## config.mk

```make
export PLATFORM = sky130hd
export DESIGN_NAME = mdio_frame_engine
export DESIGN_NICKNAME = d
export VERILOG_FILES = /design/src/rtl/mdio_pkg.sv /design/src/rtl/mdio_clkgen.sv /design/src/rtl/mdio_shifter.sv /design/src/rtl/mdio_frame_engine.sv
export SDC_FILE = /design/constraint.sdc
export NUM_CORES = 1
export LEC_CHECK = 0
export BUFFER_PORTS_ARGS = -buffer_cell sky130_fd_sc_hd__clkbuf_2
export CORE_ASPECT_RATIO = 1.5
export CORE_MARGIN = 8
export CORE_UTILIZATION = 55
export CTS_BUF_LIST = sky130_fd_sc_hd__clkbuf_8
export DETAILED_ROUTE_END_ITERATION = 8
export PLACE_DENSITY = 0.86
export SLEW_MARGIN = 20
export SYNTH_ARGS = -nofsm -noshare
export SYNTH_HDL_FRONTEND = slang
export SYNTH_SLANG_ARGS = --single-unit
```

## constraint.sdc

```tcl
create_clock -name clk -period 5.8 [get_ports clk]
set_clock_uncertainty 0.05 [all_clocks]
set_input_delay 0.58 -clock clk [delete_from_list [all_inputs] [get_ports clk]]
set_output_delay 0.58 -clock clk [all_outputs]
set_load 0.005 [all_outputs]
```

## src/rtl/mdio_pkg.sv

```systemverilog
package mdio_pkg;
  localparam int PREAMBLE_BITS = 32;
  localparam int REG_BITS      = 32;
  localparam int FRAME_BITS    = PREAMBLE_BITS + REG_BITS;
  localparam int IDX_W         = $clog2(FRAME_BITS);
  // header before turnaround: start(2) + opcode(2) + phy(5) + register(5)
  localparam int HDR_BITS      = 14;
  localparam int TA_FIRST      = PREAMBLE_BITS + HDR_BITS;
  localparam int DATA_FIRST    = TA_FIRST + 2;
  localparam int DATA_BITS     = 16;
  localparam int RD_FLAG_BIT   = 29;
endpackage

```

## src/rtl/mdio_clkgen.sv

```systemverilog
module mdio_clkgen #(
  parameter int DIV_W = 6
) (
  input  logic             clk,
  input  logic             rst_n,
  input  logic             en,
  input  logic [DIV_W-1:0] div,
  output logic             mdc,
  output logic             rise_tick,
  output logic             fall_tick
);
  logic [DIV_W-1:0] cnt;
  logic             tick;

  assign tick      = en && (cnt == div - 1'b1);
  assign rise_tick = tick && !mdc;
  assign fall_tick = tick && mdc;

  always_ff @(posedge clk or negedge rst_n) begin
    if (!rst_n) begin
      cnt <= '0;
      mdc <= 1'b0;
    end else if (!en) begin
      cnt <= '0;
      mdc <= 1'b0;
    end else if (tick) begin
      cnt <= '0;
      mdc <= !mdc;
    end else begin
      cnt <= cnt + 1'b1;
    end
  end

  // half periods alternate, a rise is always followed by a fall tick later
  p_tick_alternates_r5: assert property (@(posedge clk) disable iff (!rst_n)
    (en && $past(en) && $past(rise_tick)) |-> mdc);
endmodule

```

## src/rtl/mdio_shifter.sv

```systemverilog
module mdio_shifter
  import mdio_pkg::*;
(
  input  logic                 clk,
  input  logic                 rst_n,
  input  logic                 start,
  input  logic [REG_BITS-1:0]  frame,
  input  logic                 rise_tick,
  input  logic                 fall_tick,
  input  logic                 mdio_in,
  output logic                 busy,
  output logic                 mdio_out,
  output logic                 mdio_oe,
  output logic                 done,
  output logic [DATA_BITS-1:0] cap_data
);
  logic [IDX_W-1:0]    idx;
  logic [IDX_W-1:0]    nxt;
  logic [REG_BITS-1:0] frm;
  logic                rd;
  logic                nxt_bit;

  assign nxt     = idx + 1'b1;
  assign nxt_bit = (nxt < IDX_W'(PREAMBLE_BITS)) ? 1'b1 : frm[~nxt[4:0]];

  always_ff @(posedge clk) begin
    if (start && !busy) frm <= frame;
  end

  always_ff @(posedge clk or negedge rst_n) begin
    if (!rst_n) begin
      busy     <= 1'b0;
      idx      <= '0;
      rd       <= 1'b0;
      mdio_out <= 1'b1;
      mdio_oe  <= 1'b0;
      done     <= 1'b0;
      cap_data <= '0;
    end else begin
      done <= 1'b0;
      if (!busy) begin
        if (start) begin
          busy     <= 1'b1;
          idx      <= '0;
          rd       <= frame[RD_FLAG_BIT];
          mdio_out <= 1'b1;
          mdio_oe  <= 1'b1;
        end
      end else begin
        if (rise_tick && rd && idx >= IDX_W'(DATA_FIRST))
          cap_data <= {cap_data[DATA_BITS-2:0], mdio_in};
        if (fall_tick) begin
          if (idx == IDX_W'(FRAME_BITS - 1)) begin
            busy     <= 1'b0;
            done     <= 1'b1;
            mdio_out <= 1'b1;
            mdio_oe  <= 1'b0;
          end else begin
            idx      <= nxt;
            mdio_out <= nxt_bit;
            mdio_oe  <= !(rd && nxt >= IDX_W'(TA_FIRST));
          end
        end
      end
    end
  end

  // data line only moves where the clock falls
  p_mdio_on_fall_r5: assert property (@(posedge clk) disable iff (!rst_n)
    (busy && $past(busy) && !$past(fall_tick)) |-> $stable(mdio_out));
  // completion is a single-cycle pulse
  p_done_pulse_r6: assert property (@(posedge clk) disable iff (!rst_n)
    done |=> !done);
  // a read frame never drives during the final data bits
  p_read_release_r3: assert property (@(posedge clk) disable iff (!rst_n)
    (busy && rd && idx >= IDX_W'(DATA_FIRST)) |-> !mdio_oe);
endmodule

```

## src/rtl/mdio_frame_engine.sv

```systemverilog
module mdio_frame_engine
  import mdio_pkg::*;
#(
  parameter int DIV_W = 6
) (
  input  logic        clk,
  input  logic        rst_n,
  input  logic        bus_we,
  input  logic        bus_addr,
  input  logic [31:0] bus_wdata,
  output logic [31:0] bus_rdata,
  input  logic        mdio_in,
  output logic        mdc,
  output logic        mdio_out,
  output logic        mdio_oe,
  output logic        busy,
  output logic        done
);
  logic [REG_BITS-1:0]  frame_q;
  logic [DIV_W-1:0]     speed_q;
  logic [DIV_W-1:0]     div_run;
  logic                 pending;
  logic                 launch;
  logic                 rise_tick, fall_tick;
  logic [DATA_BITS-1:0] cap_data;
  logic                 wr_frame;

  assign wr_frame  = bus_we && !bus_addr && !busy;
  assign launch    = pending && (speed_q != '0) && !busy;
  assign bus_rdata = bus_addr ? 32'(speed_q) : frame_q;

  always_ff @(posedge clk) begin
    if (wr_frame)
      frame_q <= bus_wdata;
    else if (done && frame_q[RD_FLAG_BIT])
      frame_q[DATA_BITS-1:0] <= cap_data;
  end

  always_ff @(posedge clk or negedge rst_n) begin
    if (!rst_n) begin
      speed_q <= '0;
      div_run <= '0;
      pending <= 1'b0;
    end else begin
      if (bus_we && bus_addr) speed_q <= bus_wdata[DIV_W-1:0];
      if (launch) begin
        div_run <= speed_q;
        pending <= 1'b0;
      end else if (wr_frame) begin
        pending <= 1'b1;
      end
    end
  end

  mdio_clkgen #(.DIV_W(DIV_W)) u_clk (
    .clk       (clk),
    .rst_n     (rst_n),
    .en        (busy),
    .div       (div_run),
    .mdc       (mdc),
    .rise_tick (rise_tick),
    .fall_tick (fall_tick)
  );

  mdio_shifter u_shift (
    .clk       (clk),
    .rst_n     (rst_n),
    .start     (launch),
    .frame     (frame_q),
    .rise_tick (rise_tick),
    .fall_tick (fall_tick),
    .mdio_in   (mdio_in),
    .busy      (busy),
    .mdio_out  (mdio_out),
    .mdio_oe   (mdio_oe),
    .done      (done),
    .cap_data  (cap_data)
  );

  // no frame starts with a zero divider
  p_no_zero_launch_r7: assert property (@(posedge clk) disable iff (!rst_n)
    $rose(busy) |-> (div_run != '0));
  // header bits of the frame register hold while a frame runs
  p_frame_hold_r8: assert property (@(posedge clk) disable iff (!rst_n)
    (busy && $past(busy)) |-> $stable(frame_q[REG_BITS-1:DATA_BITS]));
  // clock and drive idle when no frame runs
  p_idle_quiet_r1: assert property (@(posedge clk) disable iff (!rst_n)
    !busy |-> (!mdc && !mdio_oe));
endmodule

```

==> results of run 1 <==
power groups by stage:
stage          combinational [mW]  sequential (mW)  clock (mW)
6_report                    0.444            0.997       0.498
3_5_place_dp                0.437             1.01           0
2_1_floorplan               0.354            0.971           0
3_3_place_gp                0.420             1.01           0
5_1_grt                     0.486             1.01       0.527
4_1_cts                     0.443            0.997       0.500
cell type report:
class / instances / area, µm² / share of cell area (%)
well taps: 107 / 134 / 2.45
multi-input cells: 211 / 1610 / 29.5
repair buffers: 76 / 388 / 7.09
inverters: 6 / 22.5 / 0.412
clock inverters: 6 / 76.3 / 1.40
clock buffers: 10 / 138 / 2.52
flip-flops and latches: 111 / 3100 / 56.7
sequential cells by signal, summed over array words and instances (netlist names):
signal	flops
frame_q	32
u_shift.frm	32
u_shift.cap_data	16
div_run	6
speed_q	6
u_clk.cnt	6
u_shift.idx	6
pending	1
u_clk.mdc	1
u_shift.busy	1
u_shift.done	1
u_shift.mdio_oe	1
u_shift.mdio_out	1
u_shift.rd	1
cell families (layout without fill, tap and decap cells):
group / after synthesis / count (layout) / share of synthesized area (%)
AND/OR/NAND/NOR: 102 / 102 / 11.4
buffers and inverters: 17 / 98 / 1.57
XOR/XNOR: 14 / 14 / 2.56
AO/OA/AOI/OAI: 28 / 28 / 4.08
multiplexers: 64 / 64 / 14.8
flip-flops: 111 / 111 / 64.8
adder cells (fa/ha/maj): 3 / 3 / 0.785
worst max-delay path, stage by stage, from the launching register on:
cell and delay [ns]:
dfrtp_1 0.42, inv_1 0.08, ha_1 0.23, nor2b_1 0.14, or3_1 0.35, a31o_2 0.29
a211o_2 0.33, nor3_4 0.67, mux2_2 0.42
layer usage:
layer  global-route usage [%]  share of wire, %
met5                        0                 0
met3                     2.53               1.9
met4                     8.86               2.0
met2                     30.4                57
met1                     17.6                40
final timing paths:
path	slack, ns	depth (start not counted)	endpoint
worst min register to register	0.40	0	u_shift.frm[8]
worst max register to register	2.70	8	u_shift.cap_data[14]
max in group asynchronous	5.05	2	u_shift.cap_data[7]
worst min-delay path	0.25	2	u_clk.cnt[4]
worst max-delay path	2.70	8	u_shift.cap_data[14]
min in group clk	0.33	1	frame_q[21]
per-stage QoR:
stage / util, % / hold slack (ns) / worst slack [ns] / cells / instance area, µm²
6_report: 65.0 / 0.250 / 2.70 / 527 / 5470
5_1_grt: 65.0 / 0.294 / 2.52 / 527 / 5470
4_1_cts: 65.0 / 0.249 / 2.70 / 527 / 5470
3_5_place_dp: 62.5 / 0.379 / 2.70 / 511 / 5260
3_3_place_gp: 62.5 / 0.377 / 2.83 / 511 / 5260
2_1_floorplan: - / 0.234 / 2.94 / 339 / 4780
cells in the final DEF (no fill, tap or decap), types with 3 or more instances in the layout:
| master | count |
|---|---|
| dfrtp_1 | 46 |
| inv_1 | 7 |
| xnor2_1 | 9 |
| mux2i_1 | 10 |
| edfxtp_1 | 64 |
| nor3_1 | 3 |
| nand2_1 | 29 |
| nor2b_1 | 29 |
| o21ai_0 | 7 |
| nor2_1 | 17 |
| ha_1 | 3 |
| clkbuf_8 | 10 |
| clkbuf_2 | 73 |
| buf_4 | 3 |
| or3_1 | 3 |
| mux2_2 | 54 |
| nand3_1 | 5 |
| o22ai_1 | 4 |
| xor2_1 | 5 |
| or4_1 | 3 |
==> results.cfg, run 1 <==
[global_routing]
grt_pass1_wl_um = 15400
grt_start_max_net_pins = 48
antenna_found_initial = 0
grt_pass1_vias = 3159
grt_usage_pct = 16.5
grt_overflow = 0

[yosys]
yosysMostFrequentCell = edfxtp_1
syn_inst = 339
ys_seq_elements = 111
synth.cell_area_mm2 = 0.00478
avgSynthCellArea_um2 = 14.1
synth_top_cell_by_area = edfxtp_1
synth_cell_type_count = 40
ys.flop_type = edfxtp_1
yosysTopAreaCellShare_pct = 40.2
syn_nets = 379
synth.top_cells.by_count = 64 x edfxtp_1, 54 x mux2_2, 46 x dfrtp_1
ys_warn_count = 0
ys_async_sr_fraction_pct = 42.3
synth_edf_count = 64
ys_seq_area_share_pct = 64.8
synth.area.top_cells = edfxtp_1 40%, dfrtp_1 24%, mux2_2 13%, nor2b_1 3.8%, nand2_1 2.3%

[setup_path]
startpoint = div_run[0]
r2r_start = div_run[0]
cp-start-kind = flop
end_kind = flop
critPathKind = reg -> reg
crit_arrival_ns = 3.30
cp_max_fo = 16
cp.required_ns = 6.00

[detailed_routing]
routedWlPerCell_um = 18.4
wl_um = 9680
ant_nets = 0
drc = 0
first_pass_iters = 4
vias = 2912
drt_iter0_drc = 260
vias_per_cell = 5.53

[floorplan]
ios = 74
rows = 41
initial_core_util_pct = 56.8
core_area_mm2 = 0.00841
die-area_mm2 = 0.0120
dieHeight_um = 130
dieWidth_um = 92.1

[sta]
slew_viol_final = 0
tns_ns = 0
max_freq_mhz = 323
relSlewSlack_pct = 38.7
worstMarginPinSlew_ns = 0.915
finalHoldViolations = 0
final.min_clock_period_ns = 3.10
rsz0062_at_grt = no
fin_crit_sh_pct = 53.5
setup_violations = 0

[pwr]
intPower_mw = 1.38
switching_share_pct = 29.0
ir_worst_vdd_uv = 225
switchingPower_uw = 562
pwr-share-seq_pct = 51.4
power_density_mw_per_mm2 = 354
p_leak_nw = 2.30
clockPowerShare_pct = 25.7
combPwrFrac_pct = 22.9
power_mw = 1.94

[clock_network]
tritoncts = done
root_buffer = clkbuf_8
holdBufCountCts = 0
htree_levels = 3
cts-resized-gates = 0
clk_pin_slew_ns = 0.10
numCtsBuffers = 9
cts_buffer_depth = 2
cts_setup_buffers = 0
clk-insertion-delay-late_ns = 0.37
clkSinkCount = 111

[place]
gp_congestion = 0.863
numPortBuffers = 73
hpwl_um = 7100

[layout]
antenna_cells = 0
num-nets-final = 455
drive_above_1_share_pct = 36.4
fill_cells = 613
syn2layout_area_growth_pct = 14.4

[run_status]
status = finished, final reports clean

[min_path]
hold_path_class = in -> async

[flow_run]
maxCapViolCount = 0
Note: power is estimated with default switching activity, not from simulation.
==> run 2, diff against run 1 <==
--- a/config.mk
+++ b/config.mk
@@ -5,13 +5,14 @@
 export SDC_FILE = /design/constraint.sdc
 export NUM_CORES = 1
 export LEC_CHECK = 0
+export ABC_AREA = 1
 export BUFFER_PORTS_ARGS = -buffer_cell sky130_fd_sc_hd__clkbuf_2
 export CORE_ASPECT_RATIO = 1.5
 export CORE_MARGIN = 8
 export CORE_UTILIZATION = 55
 export CTS_BUF_LIST = sky130_fd_sc_hd__clkbuf_8
 export DETAILED_ROUTE_END_ITERATION = 8
-export PLACE_DENSITY = 0.86
+export PLACE_DENSITY = 0.85
 export SLEW_MARGIN = 20
 export SYNTH_ARGS = -nofsm -noshare
 export SYNTH_HDL_FRONTEND = slang
==> constraint.sdc (replaced) <==
create_clock -name clk -period 3 [get_ports clk]
set_clock_uncertainty 0.05 [all_clocks]
set_input_delay 0.3 -clock clk [delete_from_list [all_inputs] [get_ports clk]]
set_output_delay 0.3 -clock clk [all_outputs]
set_load 0.005 [all_outputs]
==> run 2 against run 1 <==
  * Die area increased by 4.8%
  * Core utilization fell by 2.4 points
  * Hold slack got worse by 0.21 ns
  * Combinational power rose to 2.5 times the previous value
  * Sequential cell count unchanged
  * Critical path type unchanged
  * Critical endpoint is now u_shift.mdio_out
==> results.cfg, run 2 <==
[global_routing]
grt_pass1_vias = 3822
antenna_found_initial = 0
grt_pass1_wl_um = 17900
grt_overflow = 0
grt_usage_pct = 18.2
grt_start_max_net_pins = 40

[setup_path]
critPathTopFamily = flip-flops
cp.required_ns = 3.26
critPathBufInv = 1
r2r_slack_ns = 0.73
r2r_cells = 10
crit_arrival_ns = 2.54
cpMostUsedCell = nand2_1
cp-start-kind = flop
end_kind = flop
cp_slowest_cell = dfrtp_1
worst_r2r_endpoint = u_shift.mdio_out
cp_max_fo = 20
critPathMaxStageDelay_ns = 0.75
r2r_start = u_shift.idx[0]
path_cells = ha_1 -> xor2_1 -> inv_1 -> nand3_1 -> nand3_1 -> nand2_1 -> nand2_1 -> nand3_1 -> nand2_1 -> nand2_1
critPathKind = reg -> reg

[clock_network]
htree_levels = 3
clk_pin_slew_ns = 0.11
root_buffer = clkbuf_8
cts_buffer_depth = 2
tritoncts = done
clkSinkCount = 111
numCtsBuffers = 9
clk-insertion-delay-late_ns = 0.38
cts-resized-gates = 0

[floorplan]
core_area_mm2 = 0.00909
rows = 43
dieHeight_um = 133
initial_core_util_pct = 55.6
die-area_mm2 = 0.0126
ios = 74
dieWidth_um = 94.3

[layout]
fin_util_pct = 62.6
num-nets-final = 653
top_regs = frame_q x32, u_shift.frm x32, u_shift.cap_data x16
final_common_cell = nand2_1
final_cell_area_mm2 = 0.00569
antenna_cells = 0
final_cell_mix = 157 x nand2_1, 73 x clkbuf_2, 65 x inv_1
syn2layout_area_growth_pct = 12.7
drive_above_1_share_pct = 18.0

[sta]
max_freq_mhz = 440
rsz0062_at_grt = no
setup_ws_ns = 0.729
slew_viol_final = 0
fin_crit_sh_pct = 75.7
finalHoldViolations = 0
relSlewSlack_pct = 40.7
worstMarginPinSlew_ns = 0.890
tns_ns = 0
final.min_clock_period_ns = 2.27
setup_violations = 0

[yosys]
ys_async_sr_fraction_pct = 42.3
synth_top_cell_by_area = edfxtp_1
synth.cell_area_mm2 = 0.00505
synth.area.top_cells = edfxtp_1 38%, dfrtp_1 23%, nand2_1 12%, inv_1 4.9%, nor2_1 4.7%
synth.top_cells.by_count = 157 x nand2_1, 66 x inv_1, 64 x edfxtp_1
syn_inst = 540
yosysTopAreaCellShare_pct = 38.0
avgSynthCellArea_um2 = 9.36
yosysMostFrequentCell = nand2_1
synth_edf_count = 64
ys_seq_area_share_pct = 61.3
ys.flop_type = edfxtp_1
synth_cell_type_count = 29
syn_nets = 580
ys_warn_count = 0
ys_seq_elements = 111

[min_path]
hold_end = frame_q[19]
whs_path_depth = 1
worstHoldStart = bus_wdata[19]
hold_path_class = in -> reg

[detailed_routing]
wl_um = 10700
vias_per_cell = 5.21
drt_iter0_drc = 233
drc = 0
routedWlPerCell_um = 14.6
vias = 3803
first_pass_iters = 4
ant_nets = 0

[place]
placed_area_mm2 = 0.00549
gp_congestion = 0.906
pre_cts_ws_ns = 0.793
hpwl_um = 8120
numPortBuffers = 73

[flow_run]
maxCapViolCount = 0

[pwr]
power_density_mw_per_mm2 = 678
ir_worst_vdd_uv = 307
p_leak_nw = 2.77

[run_status]
status = finished, final reports clean
run 2: cell types whose count changed after synthesis, moves of 17 or more:
cell and delta:
nand3_1 +35, nand4_1 +17, mux2_2 -54, nor2_1 +46, o21ai_0 +23, nor2b_1 -29
inv_1 +60, nand2_1 +128
run 2: layer usage:
metal  part of all wire (%)  global-route usage (%)
met2                     55                    32.5
met5                      0                       0
met1                     38                    19.3
met4                    3.1                    8.86
met3                    4.0                    3.77
run 2: worst max-delay path by stage:
stage / startpoint / endpoint / slack [ns] / cells past startpoint
CTS: u_shift.idx[0] / u_shift.mdio_out / 0.74 / 10
finish: u_shift.idx[0] / u_shift.mdio_out / 0.73 / 10
floorplan: u_shift.busy / u_shift.frm[0] / 1.01 / 4
global placement: u_shift.idx[0] / u_shift.mdio_out / 0.90 / 11
global route: u_shift.idx[0] / u_shift.mdio_out / 0.48 / 11
detailed placement: u_shift.idx[0] / u_shift.mdio_out / 0.79 / 10
run 2: final cells by class:
cell class | count | area, µm²
multi-input cells | 342 | 1580
inverters | 68 | 255
well taps | 112 | 140
clock inverters | 7 | 63.8
fillers | 734 | 3400
repair buffers | 81 | 428
clock buffers | 9 | 124
flip-flops and latches | 111 | 3100
run 2: metrics by stage:
step,instances,total power [mW],hold slack (ns)
2_1_floorplan,540,2.77,-0.0456
3_3_place_gp,713,2.98,0.384
3_5_place_dp,713,3.04,0.387
4_1_cts,730,3.87,0.0222
5_1_grt,730,4.12,0.0157
6_report,730,3.86,0.0378
run 2: power breakdown:
group / total, mW / switching, mW / leakage (nW) / internal [mW]
combinational: 1.11 / 0.691 / 1.48 / 0.419
sequential: 1.90 / 0.163 / 1.19 / 1.74
clock: 0.845 / 0.525 / 0.0987 / 0.320
run 2: logic make-up (layout without fill, tap and decap cells):
kind of cell / after synthesis / after routing / share of synthesized area [%]
adder cells (fa/ha/maj): 3 / 3 / 0.743
AO/OA/AOI/OAI: 38 / 38 / 3.99
AND/OR/NAND/NOR: 293 / 293 / 25.2
flip-flops: 111 / 111 / 61.3
XOR/XNOR: 8 / 8 / 1.39
buffers and inverters: 87 / 165 / 7.36
run 2: timing repair:
| action | in CTS | in global routing |
|---|---|---|
| endpoints found under the hold margin | 10 | 0 |
| buffers inserted | 0 | 0 |
| hold buffers | 1 | 0 |
run 2: worst register-to-register path: stages, from the launching register on:
cell	delay (ns)
dfrtp_1	0.75
ha_1	0.30
xor2_1	0.43
inv_1	0.18
nand3_1	0.13
nand3_1	0.07
nand2_1	0.07
nand2_1	0.05
nand3_1	0.08
nand2_1	0.05
nand2_1	0.06
==> run 3, diff against run 2 <==
==> constraint.sdc (replaced) <==
create_clock -name clk -period 2.2 [get_ports clk]
set_clock_uncertainty 0.05 [all_clocks]
set_input_delay 0.22 -clock clk [delete_from_list [all_inputs] [get_ports clk]]
set_output_delay 0.22 -clock clk [all_outputs]
set_load 0.005 [all_outputs]
==> run 3 against run 2 <==
  * Design area is 4.2% higher
  * Largest cell class unchanged
  * Highest routed layer unchanged
  * Critical path type unchanged
  * Critical endpoint is now u_shift.idx[5]
  * Via count up 3.9%
  * Sequential share of layout area is 2.2 points lower
==> results.cfg, run 3 (same netlist as run 2, synthesis figures left out) <==
[setup_path]
crit_arrival_ns = 2.21
path_cells = inv_1 -> ha_1 -> xnor2_1 -> nor2_4 -> nand3_4 -> nor2_2 -> nand4_1 -> nand3_1 -> nand2_1
end_kind = flop
critPathBufInv = 1
critPathMaxStageDelay_ns = 0.42
cp_max_fo = 6
critPathTopFamily = simple AND/OR/NAND/NOR gates
cp-start-kind = flop
critPathKind = reg -> reg
cp_slowest_cell = dfrtp_1
cp.required_ns = 2.41

[global_routing]
antenna_found_initial = 1
grt_start_max_net_pins = 40
grt_overflow = 0
grt_pass1_wl_um = 19800
grt_usage_pct = 20.2
grt_pass1_vias = 4154

[flow_run]
maxCapViolCount = 0

[layout]
final_cells = 754
drive_above_1_share_pct = 18.4
fill_cells = 709
final_cell_area_mm2 = 0.00593
multiInputGateArea_mm2 = 0.00159
syn2layout_area_growth_pct = 17.4
regArea_mm2 = 0.00310
final_common_cell = nand2_1
num-nets-final = 676
final_cell_mix = 157 x nand2_1, 73 x clkbuf_2, 67 x inv_1
top_regs = frame_q x32, u_shift.frm x32, u_shift.cap_data x16

[detailed_routing]
vias = 3950
wl_um = 12200
ant_nets = 0
drt_iter0_drc = 287
vias_per_cell = 5.24
drc = 0
routedWlPerCell_um = 16.2
first_pass_iters = 5

[clock_network]
tritoncts = done
numCtsBuffers = 9
clkSinkCount = 111
cts_buffer_depth = 2
htree_levels = 3
cts_setup_buffers = 0
clk_pin_slew_ns = 0.10
root_buffer = clkbuf_8
clk-insertion-delay-late_ns = 0.37

[sta]
fin_worst_hold_slack_ns = 0.0197
tns_ns = 0
worstMarginPinSlew_ns = 0.522
relSlewSlack_pct = 65.2
final.min_clock_period_ns = 2.01
finalHoldViolations = 0
slew_viol_final = 0
rsz0062_at_grt = no
fin_crit_sh_pct = 91.2
max_freq_mhz = 499
setup_violations = 0

[pwr]
ir_worst_vdd_uv = 529
power_mw = 5.38
p_leak_nw = 2.87
power_density_mw_per_mm2 = 906

[floorplan]
ios = 74
dieHeight_um = 133
die-area_mm2 = 0.0126
core_area_mm2 = 0.00909
initial_core_util_pct = 55.6
rows = 43
dieWidth_um = 94.3

[place]
gp_congestion = 0.887
hpwl_um = 8680
placed_area_mm2 = 0.00557
numPortBuffers = 73
numPlacedInstances = 720

[min_path]
hold_path_class = in -> reg

[run_status]
status = finished, final reports clean
==> run 3: layer usage <==
| metal | up-vias | track usage [%] | routed length, µm |
|---|---|---|---|
| met5 | - | 0 | 0 |
| met4 | 0 | 9.83 | 394 |
| met1 | 1870 | 22.0 | 4650 |
| met3 | 28 | 2.76 | 462 |
| met2 | 116 | 36.5 | 6710 |
| li1 | 1936 | - | - |
==> run 3: per-stage QoR <==
step	utilization (%)	setup slack, ns
floorplan	-	0.214
global placement	61.3	0.215
detailed placement	61.3	0.214
CTS	65.1	0.164
global route	65.3	0.0396
finish	65.3	0.194
==> run 3: worst paths after layout <==
check / start / to / slack (ns) / depth (start not counted)
min in group asynchronous: rst_n / div_run[0] / 0.24 / 2
max in group asynchronous: rst_n / div_run[2] / 1.08 / 3
max reg2reg: div_run[0] / u_shift.idx[5] / 0.19 / 9
min reg2reg: frame_q[6] / u_shift.frm[6] / 0.41 / 0
max: div_run[0] / u_shift.idx[5] / 0.19 / 9
min: mdio_in / u_shift.cap_data[0] / 0.02 / 3
==> run 3: layout make-up <==
class                   instances  area share [%]
diodes                          1          0.0422
multi-input cells             342            26.8
flip-flops and latches        111            52.2
well taps                     112            2.36
inverters                      68            4.30
clock inverters                 7           0.970
clock buffers                   9            2.09
repair buffers                104            11.2
==> run 3: repair_timing <==
| action | CTS | global route |
|---|---|---|
| setup endpoints to repair | 0 | 7 |
| gates resized for setup | 0 | 2 |
| endpoints found under the hold margin | 29 | 0 |
| hold buffers | 17 | 0 |
==> run 3: worst reg2reg max path: cells and delay by family (launching register included) <==
family	cells	cell delay [ns]
xor+xnor	1	0.16
fa+ha+maj	1	0.30
buf+inv	1	0.09
flops	1	0.42
simple gates	6	0.87
==> run 3: report_power, final <==
group | leakage [nW] | switching (mW) | total (mW) | internal [mW]
registers | 1.19 | 0.189 | 2.56 | 2.37
clock network | 0.0898 | 0.695 | 1.12 | 0.421
logic | 1.59 | 1.07 | 1.70 | 0.623
